File: config.mk
export PLATFORM = sky130hd
export DESIGN_NAME = dual_dispatch
export DESIGN_NICKNAME = d
export VERILOG_FILES = /design/src/rtl/dd_pkg.sv /design/src/rtl/dd_slot_decode.sv /design/src/rtl/dd_grant.sv /design/src/rtl/dual_dispatch.sv
export SDC_FILE = /design/constraint.sdc
export NUM_CORES = 1
export LEC_CHECK = 0
export BUFFER_PORTS_ARGS = -buffer_cell sky130_fd_sc_hd__buf_2
export CORE_AREA = 3 3 40 42
export DETAILED_ROUTE_END_ITERATION = 8
export DIE_AREA = 0 0 43 45
export PLACE_DENSITY = 0.82
export SLEW_MARGIN = 15
export SYNTH_ARGS = -nofsm -noshare
export SYNTH_HDL_FRONTEND = slang
export SYNTH_SLANG_ARGS = --single-unit
File: constraint.sdc
create_clock -name vclk -period 3.9
set_input_delay 0.39 -clock vclk [all_inputs]
set_output_delay 0.39 -clock vclk [all_outputs]
set_load 0.01 [all_outputs]
File: src/rtl/dd_pkg.sv
package dd_pkg;
    // Instruction classes seen at the bottom of the queue
    typedef enum logic [2:0] {
        CLS_INT     = 3'd0,
        CLS_FP      = 3'd1,
        CLS_LSU     = 3'd2,
        CLS_SYS     = 3'd3,
        CLS_BR_LINK = 3'd4,
        CLS_BR_FOLD = 3'd5,
        CLS_RSV6    = 3'd6,
        CLS_RSV7    = 3'd7
    } iclass_e;

    localparam int NUM_UNITS = 4;
    localparam int UNIT_W    = $clog2(NUM_UNITS);
endpackage

File: src/rtl/dd_slot_decode.sv
// dd_slot_decode: turns one queue slot into its resource demands.
// Assumes unit classes map one-to-one onto unit indices 0..NUM_UNITS-1.
module dd_slot_decode
    import dd_pkg::*;
#(
    parameter int RN_NEED_W = 2
) (
    input  logic                 vld,
    input  logic [2:0]           cls,
    input  logic [RN_NEED_W-1:0] rn_need,
    input  logic                 ser,
    output logic                 live,
    output logic                 is_fold,
    output logic                 needs_unit,
    output logic [UNIT_W-1:0]    unit_idx,
    output logic                 needs_cq,
    output logic [RN_NEED_W-1:0] rn_req,
    output logic                 ser_eff
);
    iclass_e c;

    // Classify the slot and derive what it consumes
    always_comb begin
        c          = iclass_e'(cls);
        live       = 1'b0;
        is_fold    = 1'b0;
        needs_unit = 1'b0;
        unit_idx   = '0;
        needs_cq   = 1'b0;
        case (c)
            CLS_INT, CLS_FP, CLS_LSU, CLS_SYS: begin
                live       = vld;
                needs_unit = 1'b1;
                unit_idx   = UNIT_W'(cls);
                needs_cq   = 1'b1;
            end
            CLS_BR_LINK: begin
                live     = vld;
                needs_cq = 1'b1;
            end
            CLS_BR_FOLD: begin
                live    = vld;
                is_fold = 1'b1;
            end
            default: live = 1'b0;
        endcase
        rn_req  = is_fold ? '0 : rn_need;
        ser_eff = ser & ~is_fold;
    end
endmodule

File: src/rtl/dd_grant.sv
// dd_grant: in-order grant of the two slots against shared resources.
// Assumes slot 0 is the older instruction; slot 1 only follows slot 0.
module dd_grant
    import dd_pkg::*;
#(
    parameter int CQ_DEPTH  = 6,
    parameter int RN_COUNT  = 8,
    parameter int RN_NEED_W = 2
) (
    input  logic                          clk,
    input  logic                          rst_n,
    input  logic [1:0]                    live,
    input  logic [1:0]                    is_fold,
    input  logic [1:0]                    needs_unit,
    input  logic [UNIT_W-1:0]             unit_idx0,
    input  logic [UNIT_W-1:0]             unit_idx1,
    input  logic [1:0]                    needs_cq,
    input  logic [RN_NEED_W-1:0]          rn_req0,
    input  logic [RN_NEED_W-1:0]          rn_req1,
    input  logic [1:0]                    ser_eff,
    input  logic [NUM_UNITS-1:0]          unit_busy,
    input  logic [$clog2(RN_COUNT+1)-1:0] rn_free,
    input  logic [$clog2(CQ_DEPTH+1)-1:0] cq_free,
    output logic [1:0]                    disp,
    output logic [1:0]                    issue,
    output logic [1:0]                    cq_alloc,
    output logic [1:0]                    fold
);
    localparam int CQ_W = $clog2(CQ_DEPTH+1);
    localparam int RN_W = $clog2(RN_COUNT+1);
    localparam int SW   = ((RN_W > RN_NEED_W) ? RN_W : RN_NEED_W) + 1;
    localparam int CW   = CQ_W + 1;

    logic          cq_empty;
    logic          ok0, ok1, unit_ok0, unit_ok1;
    logic [SW-1:0] rn0_x, rn1_x, rn_free_x;
    logic [CW-1:0] cq_need1, cq_free_x;

    // Slot 0 grant: needs only the resources for itself
    always_comb begin
        cq_empty  = (cq_free == CQ_W'(CQ_DEPTH));
        rn0_x     = SW'(rn_req0);
        rn_free_x = SW'(rn_free);
        unit_ok0  = ~needs_unit[0] | ~unit_busy[unit_idx0];
        ok0 = live[0] & (is_fold[0] |
              ((cq_free != '0) & (rn0_x <= rn_free_x) & unit_ok0 &
               (~ser_eff[0] | cq_empty)));
    end

    // Slot 1 grant: resources left after slot 0, never ahead of it
    always_comb begin
        rn1_x     = SW'(rn_req0) + SW'(rn_req1);
        cq_free_x = CW'(cq_free);
        cq_need1  = CW'(needs_cq[0]) + CW'(1);
        unit_ok1  = ~needs_unit[1] |
                    (~unit_busy[unit_idx1] &
                     ~(needs_unit[0] & (unit_idx0 == unit_idx1)));
        ok1 = ok0 & live[1] & ~ser_eff[0] & (is_fold[1] |
              (~ser_eff[1] & (cq_need1 <= cq_free_x) &
               (rn1_x <= rn_free_x) & unit_ok1));
    end

    // Per-slot outputs derived from the grants
    always_comb begin
        disp     = {ok1, ok0};
        issue    = disp & needs_unit;
        cq_alloc = disp & needs_cq;
        fold     = disp & is_fold;
    end

    // A granted unit is never busy
    p_unit_free_r2: assert property (@(posedge clk) disable iff (!rst_n)
        (issue[0] |-> !unit_busy[unit_idx0]) and (issue[1] |-> !unit_busy[unit_idx1]));
    // Two issues in one cycle go to different units
    p_unit_conflict_r3: assert property (@(posedge clk) disable iff (!rst_n)
        (issue == 2'b11) |-> (unit_idx0 != unit_idx1));
    // Rename demand of the granted slots fits the free pool
    p_rn_bound_r5: assert property (@(posedge clk) disable iff (!rst_n)
        ((disp[0] ? SW'(rn_req0) : SW'(0)) + (disp[1] ? SW'(rn_req1) : SW'(0))) <= rn_free_x);
endmodule

File: src/rtl/dual_dispatch.sv
// dual_dispatch: top of the two-slot in-order dispatch control.
// Purely combinational grant; clk/rst_n only time the embedded checks.
// Assumes the caller shifts the queue by disp_cnt and updates free counts.
module dual_dispatch
    import dd_pkg::*;
#(
    parameter int CQ_DEPTH  = 6,
    parameter int RN_COUNT  = 8,
    parameter int RN_NEED_W = 2
) (
    input  logic                          clk,
    input  logic                          rst_n,
    input  logic [1:0]                    slot_vld,
    input  logic [2:0]                    slot0_cls,
    input  logic [2:0]                    slot1_cls,
    input  logic [RN_NEED_W-1:0]          slot0_rn_need,
    input  logic [RN_NEED_W-1:0]          slot1_rn_need,
    input  logic [1:0]                    slot_ser,
    input  logic [NUM_UNITS-1:0]          unit_busy,
    input  logic [$clog2(RN_COUNT+1)-1:0] rn_free,
    input  logic [$clog2(CQ_DEPTH+1)-1:0] cq_free,
    output logic [1:0]                    disp,
    output logic [1:0]                    issue,
    output logic [1:0]                    cq_alloc,
    output logic [1:0]                    fold,
    output logic [1:0]                    disp_cnt
);
    localparam int NSLOT = 2;
    localparam int CQ_W  = $clog2(CQ_DEPTH+1);

    logic [2:0]           cls_a    [NSLOT];
    logic [RN_NEED_W-1:0] need_a   [NSLOT];
    logic [UNIT_W-1:0]    uidx_a   [NSLOT];
    logic [RN_NEED_W-1:0] rnreq_a  [NSLOT];
    logic [NSLOT-1:0]     live, is_fold, needs_unit, needs_cq, ser_eff;

    // Gather per-slot inputs into arrays for the decode loop
    always_comb begin
        cls_a[0]  = slot0_cls;
        cls_a[1]  = slot1_cls;
        need_a[0] = slot0_rn_need;
        need_a[1] = slot1_rn_need;
    end

    for (genvar s = 0; s < NSLOT; s++) begin : g_dec
        dd_slot_decode #(.RN_NEED_W(RN_NEED_W)) u_dec (
            .vld        (slot_vld[s]),
            .cls        (cls_a[s]),
            .rn_need    (need_a[s]),
            .ser        (slot_ser[s]),
            .live       (live[s]),
            .is_fold    (is_fold[s]),
            .needs_unit (needs_unit[s]),
            .unit_idx   (uidx_a[s]),
            .needs_cq   (needs_cq[s]),
            .rn_req     (rnreq_a[s]),
            .ser_eff    (ser_eff[s])
        );
    end

    dd_grant #(
        .CQ_DEPTH  (CQ_DEPTH),
        .RN_COUNT  (RN_COUNT),
        .RN_NEED_W (RN_NEED_W)
    ) u_grant (
        .clk        (clk),
        .rst_n      (rst_n),
        .live       (live),
        .is_fold    (is_fold),
        .needs_unit (needs_unit),
        .unit_idx0  (uidx_a[0]),
        .unit_idx1  (uidx_a[1]),
        .needs_cq   (needs_cq),
        .rn_req0    (rnreq_a[0]),
        .rn_req1    (rnreq_a[1]),
        .ser_eff    (ser_eff),
        .unit_busy  (unit_busy),
        .rn_free    (rn_free),
        .cq_free    (cq_free),
        .disp       (disp),
        .issue      (issue),
        .cq_alloc   (cq_alloc),
        .fold       (fold)
    );

    // Queue shift-down amount
    always_comb disp_cnt = {1'b0, disp[0]} + {1'b0, disp[1]};

    // Younger slot never leaves alone
    p_in_order_r1: assert property (@(posedge clk) disable iff (!rst_n)
        disp[1] |-> disp[0]);
    // Completion entries taken fit the free count
    p_cq_bound_r4: assert property (@(posedge clk) disable iff (!rst_n)
        ($countones(cq_alloc) <= int'(cq_free)));
    // Serializing slot 0 needs an empty queue and goes alone
    p_serialize_r6: assert property (@(posedge clk) disable iff (!rst_n)
        (disp[0] && slot_ser[0] && !is_fold[0]) |->
            (cq_free == CQ_W'(CQ_DEPTH) && !disp[1]));
    // A serializing younger slot never dispatches
    p_ser_slot1_r6: assert property (@(posedge clk) disable iff (!rst_n)
        (slot_ser[1] && !is_fold[1]) |-> !disp[1]);
    // Link/count branch takes an entry but is not issued
    p_link_branch_r7: assert property (@(posedge clk) disable iff (!rst_n)
        (disp[0] && slot0_cls == 3'd4) |-> (cq_alloc[0] && !issue[0]));
    // Folded slots use nothing
    p_fold_free_r8: assert property (@(posedge clk) disable iff (!rst_n)
        ((fold & (issue | cq_alloc)) == 2'b00));
    // Shift amount never exceeds the slot count
    p_cnt_range_r9: assert property (@(posedge clk) disable iff (!rst_n)
        (disp_cnt != 2'd3));
endmodule

==> impl_metrics.json <==
{
  "avgRoutedWirePerCell_um": 11.39,
  "use_met3": 0.007968,
  "cp_slowest_cell": "fa_1",
  "worst_pin_slew_ns": 0.3683,
  "finalHoldViolations": 0,
  "slew_viol_final": 0,
  "final_common_cell": "buf_2",
  "cp_num_buf_inv": 6,
  "clkPwrFrac": 0,
  "rsz0062_at_grt": "false",
  "drt_wl_total_um": 1435,
  "hold_path_class": "input port to primary output",
  "seq_cells": 0,
  "crit_chain": "buf_2 -> nand3b_1 -> nand2_1 -> inv_1 -> ha_1 -> inv_1 -> fa_1 -> inv_1 -> ha_1 -> a211oi_1 -> o311ai_1 -> buf_4 -> a21oi_1 -> ha_1 -> buf_2",
  "outcome": "finished clean",
  "synthMuxAreaShare": 0.08656,
  "synth_area_um2": 549.3,
  "hold_buffers": 0,
  "synth-compound-area-share": 0.2346,
  "n_clock_buffer": 0,
  "intPower_mw": 0.03749,
  "top_level_ports": 37,
  "p_leak_nw": 0.4152,
  "syn_inst": 77,
  "track_usage": 0.1519,
  "synthAdderAreaFrac": 0.2415,
  "grt_busiest_layer": "met2",
  "power.share.sequential": 0,
  "postRouteAntennaNets": 0,
  "die_width_um": 43,
  "use_met1": 0.1790,
  "core-area_um2": 1285,
  "yosysSeqAreaShare": 0,
  "cp_max_fo": 7,
  "cp_top_family": "adder cells",
  "synth_xor_area_frac": 0.01595,
  "final_cell_mix": "buf_2 (35), inv_1 (13), ha_1 (9)",
  "cts-resized-gates": 0,
  "grtUsageMet2": 0.3024,
  "rows": 13,
  "cp-start-kind": "input port",
  "portBuffers": 35,
  "grt_pass1_vias": 642,
  "p_sw_frac": 0.5250,
  "powerDensity_nw_per_um2": 107.3,
  "layout.nets": 150,
  "die_height_um": 45,
  "cp.required_ns": 3.51,
  "drt_iter0_drc": 10,
  "slowest_delay_ns": 0.40,
  "arrival_ns": 3.01,
  "end_kind": "primary output",
  "overflow": 0,
  "synth_nets": 114,
  "worstSetupStartpoint": "slot0_cls[1]",
  "synth_cell_types": 32,
  "p_total_mw": 0.07892,
  "relSlewSlack": 0.7524,
  "yosys.area_share.simple": 0.3052,
  "ys.warnings.count": 0,
  "avgSynthCellArea_um2": 7.133,
  "vdd_ir_drop_max_mv": 0.04704,
  "dr.pass1.iters": 4,
  "grt_max_degree": 9,
  "synth_top_family_by_area": "simple AND/OR/NAND/NOR gates",
  "post-route-period-util": 0.8720,
  "max_freq_mhz": 294.1,
  "hold_start": "slot_vld[1]",
  "min_to": "fold[1]",
  "holdPathStages": 4,
  "die_area_um2": 1935,
  "antenna_found_initial": 0,
  "path_class": "input port to primary output",
  "drive_above_1_share": 0.3784,
  "place_congestion": 0.8358,
  "switchingPower_mw": 0.04143,
  "grt_first_pass_wirelength_um": 2394,
  "initial_core_util": 0.4275,
  "cts_setup_buffers": 0,
  "hpwl_um": 1305,
  "setup-tns-final_ns": 0,
  "viasPerCell": 5.381,
  "cap_violations": 0,
  "drcViolationCount": 0,
  "setup_viol": 0,
  "syn2layout_area_growth_pct": 33.94,
  "fin_crit_ns": 3.401,
  "antenna_cells": 0,
  "regArea_um2": 0,
  "vias": 678,
  "combPwrFrac": 1.000
}
[synth_stat cells, drive strengths merged]
cell | count | share of area
nor2 | 3 | 0.020
nand3 | 3 | 0.036
o31ai | 1 | 0.014
buf | 2 | 0.027
a22oi | 1 | 0.014
o22ai | 1 | 0.023
nor2b | 3 | 0.034
mux2 | 3 | 0.068
o211ai | 1 | 0.014
mux2i | 1 | 0.018
nor4 | 2 | 0.023
a21oi | 2 | 0.018
nor3 | 4 | 0.046
nand2 | 6 | 0.041
o21a | 3 | 0.041
fa | 1 | 0.036
or3 | 1 | 0.020
and4 | 2 | 0.032
a211oi | 3 | 0.041
inv | 13 | 0.089
nor3b | 2 | 0.027
o21ai | 6 | 0.055
o311ai | 1 | 0.016
xor2 | 1 | 0.016
nand3b | 1 | 0.014
ha | 9 | 0.21
and2 | 1 | 0.011
[routing by layer]
layer,routed length [µm],part of all wire
met5,0,0
met4,19,0.013
met3,150,0.10
met2,680,0.47
met1,585,0.41
[metrics by stage]
stage	area [µm²]	hold slack (ns)	utilization	setup slack [ns]	std cells
floorplan	549.3	0.8344	-	0.8529	77
global placement	735.7	1.103	0.5725	0.5562	126
detailed placement	735.7	1.102	0.5725	0.5049	126
CTS	735.7	1.106	0.5725	0.4991	126
global route	735.7	1.123	0.5725	0.3080	126
finish	735.7	1.102	0.5725	0.4992	126
[power groups by stage]
stage	Clock, mW	Sequential (mW)	Combinational, mW
finish	0	0	0.0789
global route	0	0	0.0904
CTS	0	0	0.0793
detailed placement	0	0	0.0789
global placement	0	0	0.0755
floorplan	0	0	0.0487
[cell families (layout without fill, tap and decap cells)]
logic type	count (synthesis)	after routing
buffers and inverters	15	49
AND/OR/NAND/NOR	28	28
XOR/XNOR	1	1
AO/OA/AOI/OAI	19	19
multiplexers	4	4
adder cells (fa/ha/maj)	10	10
[area by class of cell]
| cell class | instances | area [µm²] |
|---|---|---|
| timing repair buffer | 36 | 182.7 |
| fill | 133 | 549.3 |
| inverter | 13 | 48.80 |
| tap | 15 | 18.77 |
| multi-input combinational | 62 | 485.5 |
[worst max path at each step]
| stage | to | slack [ns] | cells after the start |
|---|---|---|---|
| floorplan | disp_cnt[0] | 0.85 | 13 |
| global placement | disp_cnt[0] | 0.56 | 15 |
| detailed placement | disp_cnt[0] | 0.50 | 15 |
| CTS | disp_cnt[0] | 0.50 | 15 |
| global route | disp_cnt[0] | 0.31 | 15 |
| finish | disp_cnt[0] | 0.50 | 15 |
Power figures use the tool's default switching activity.
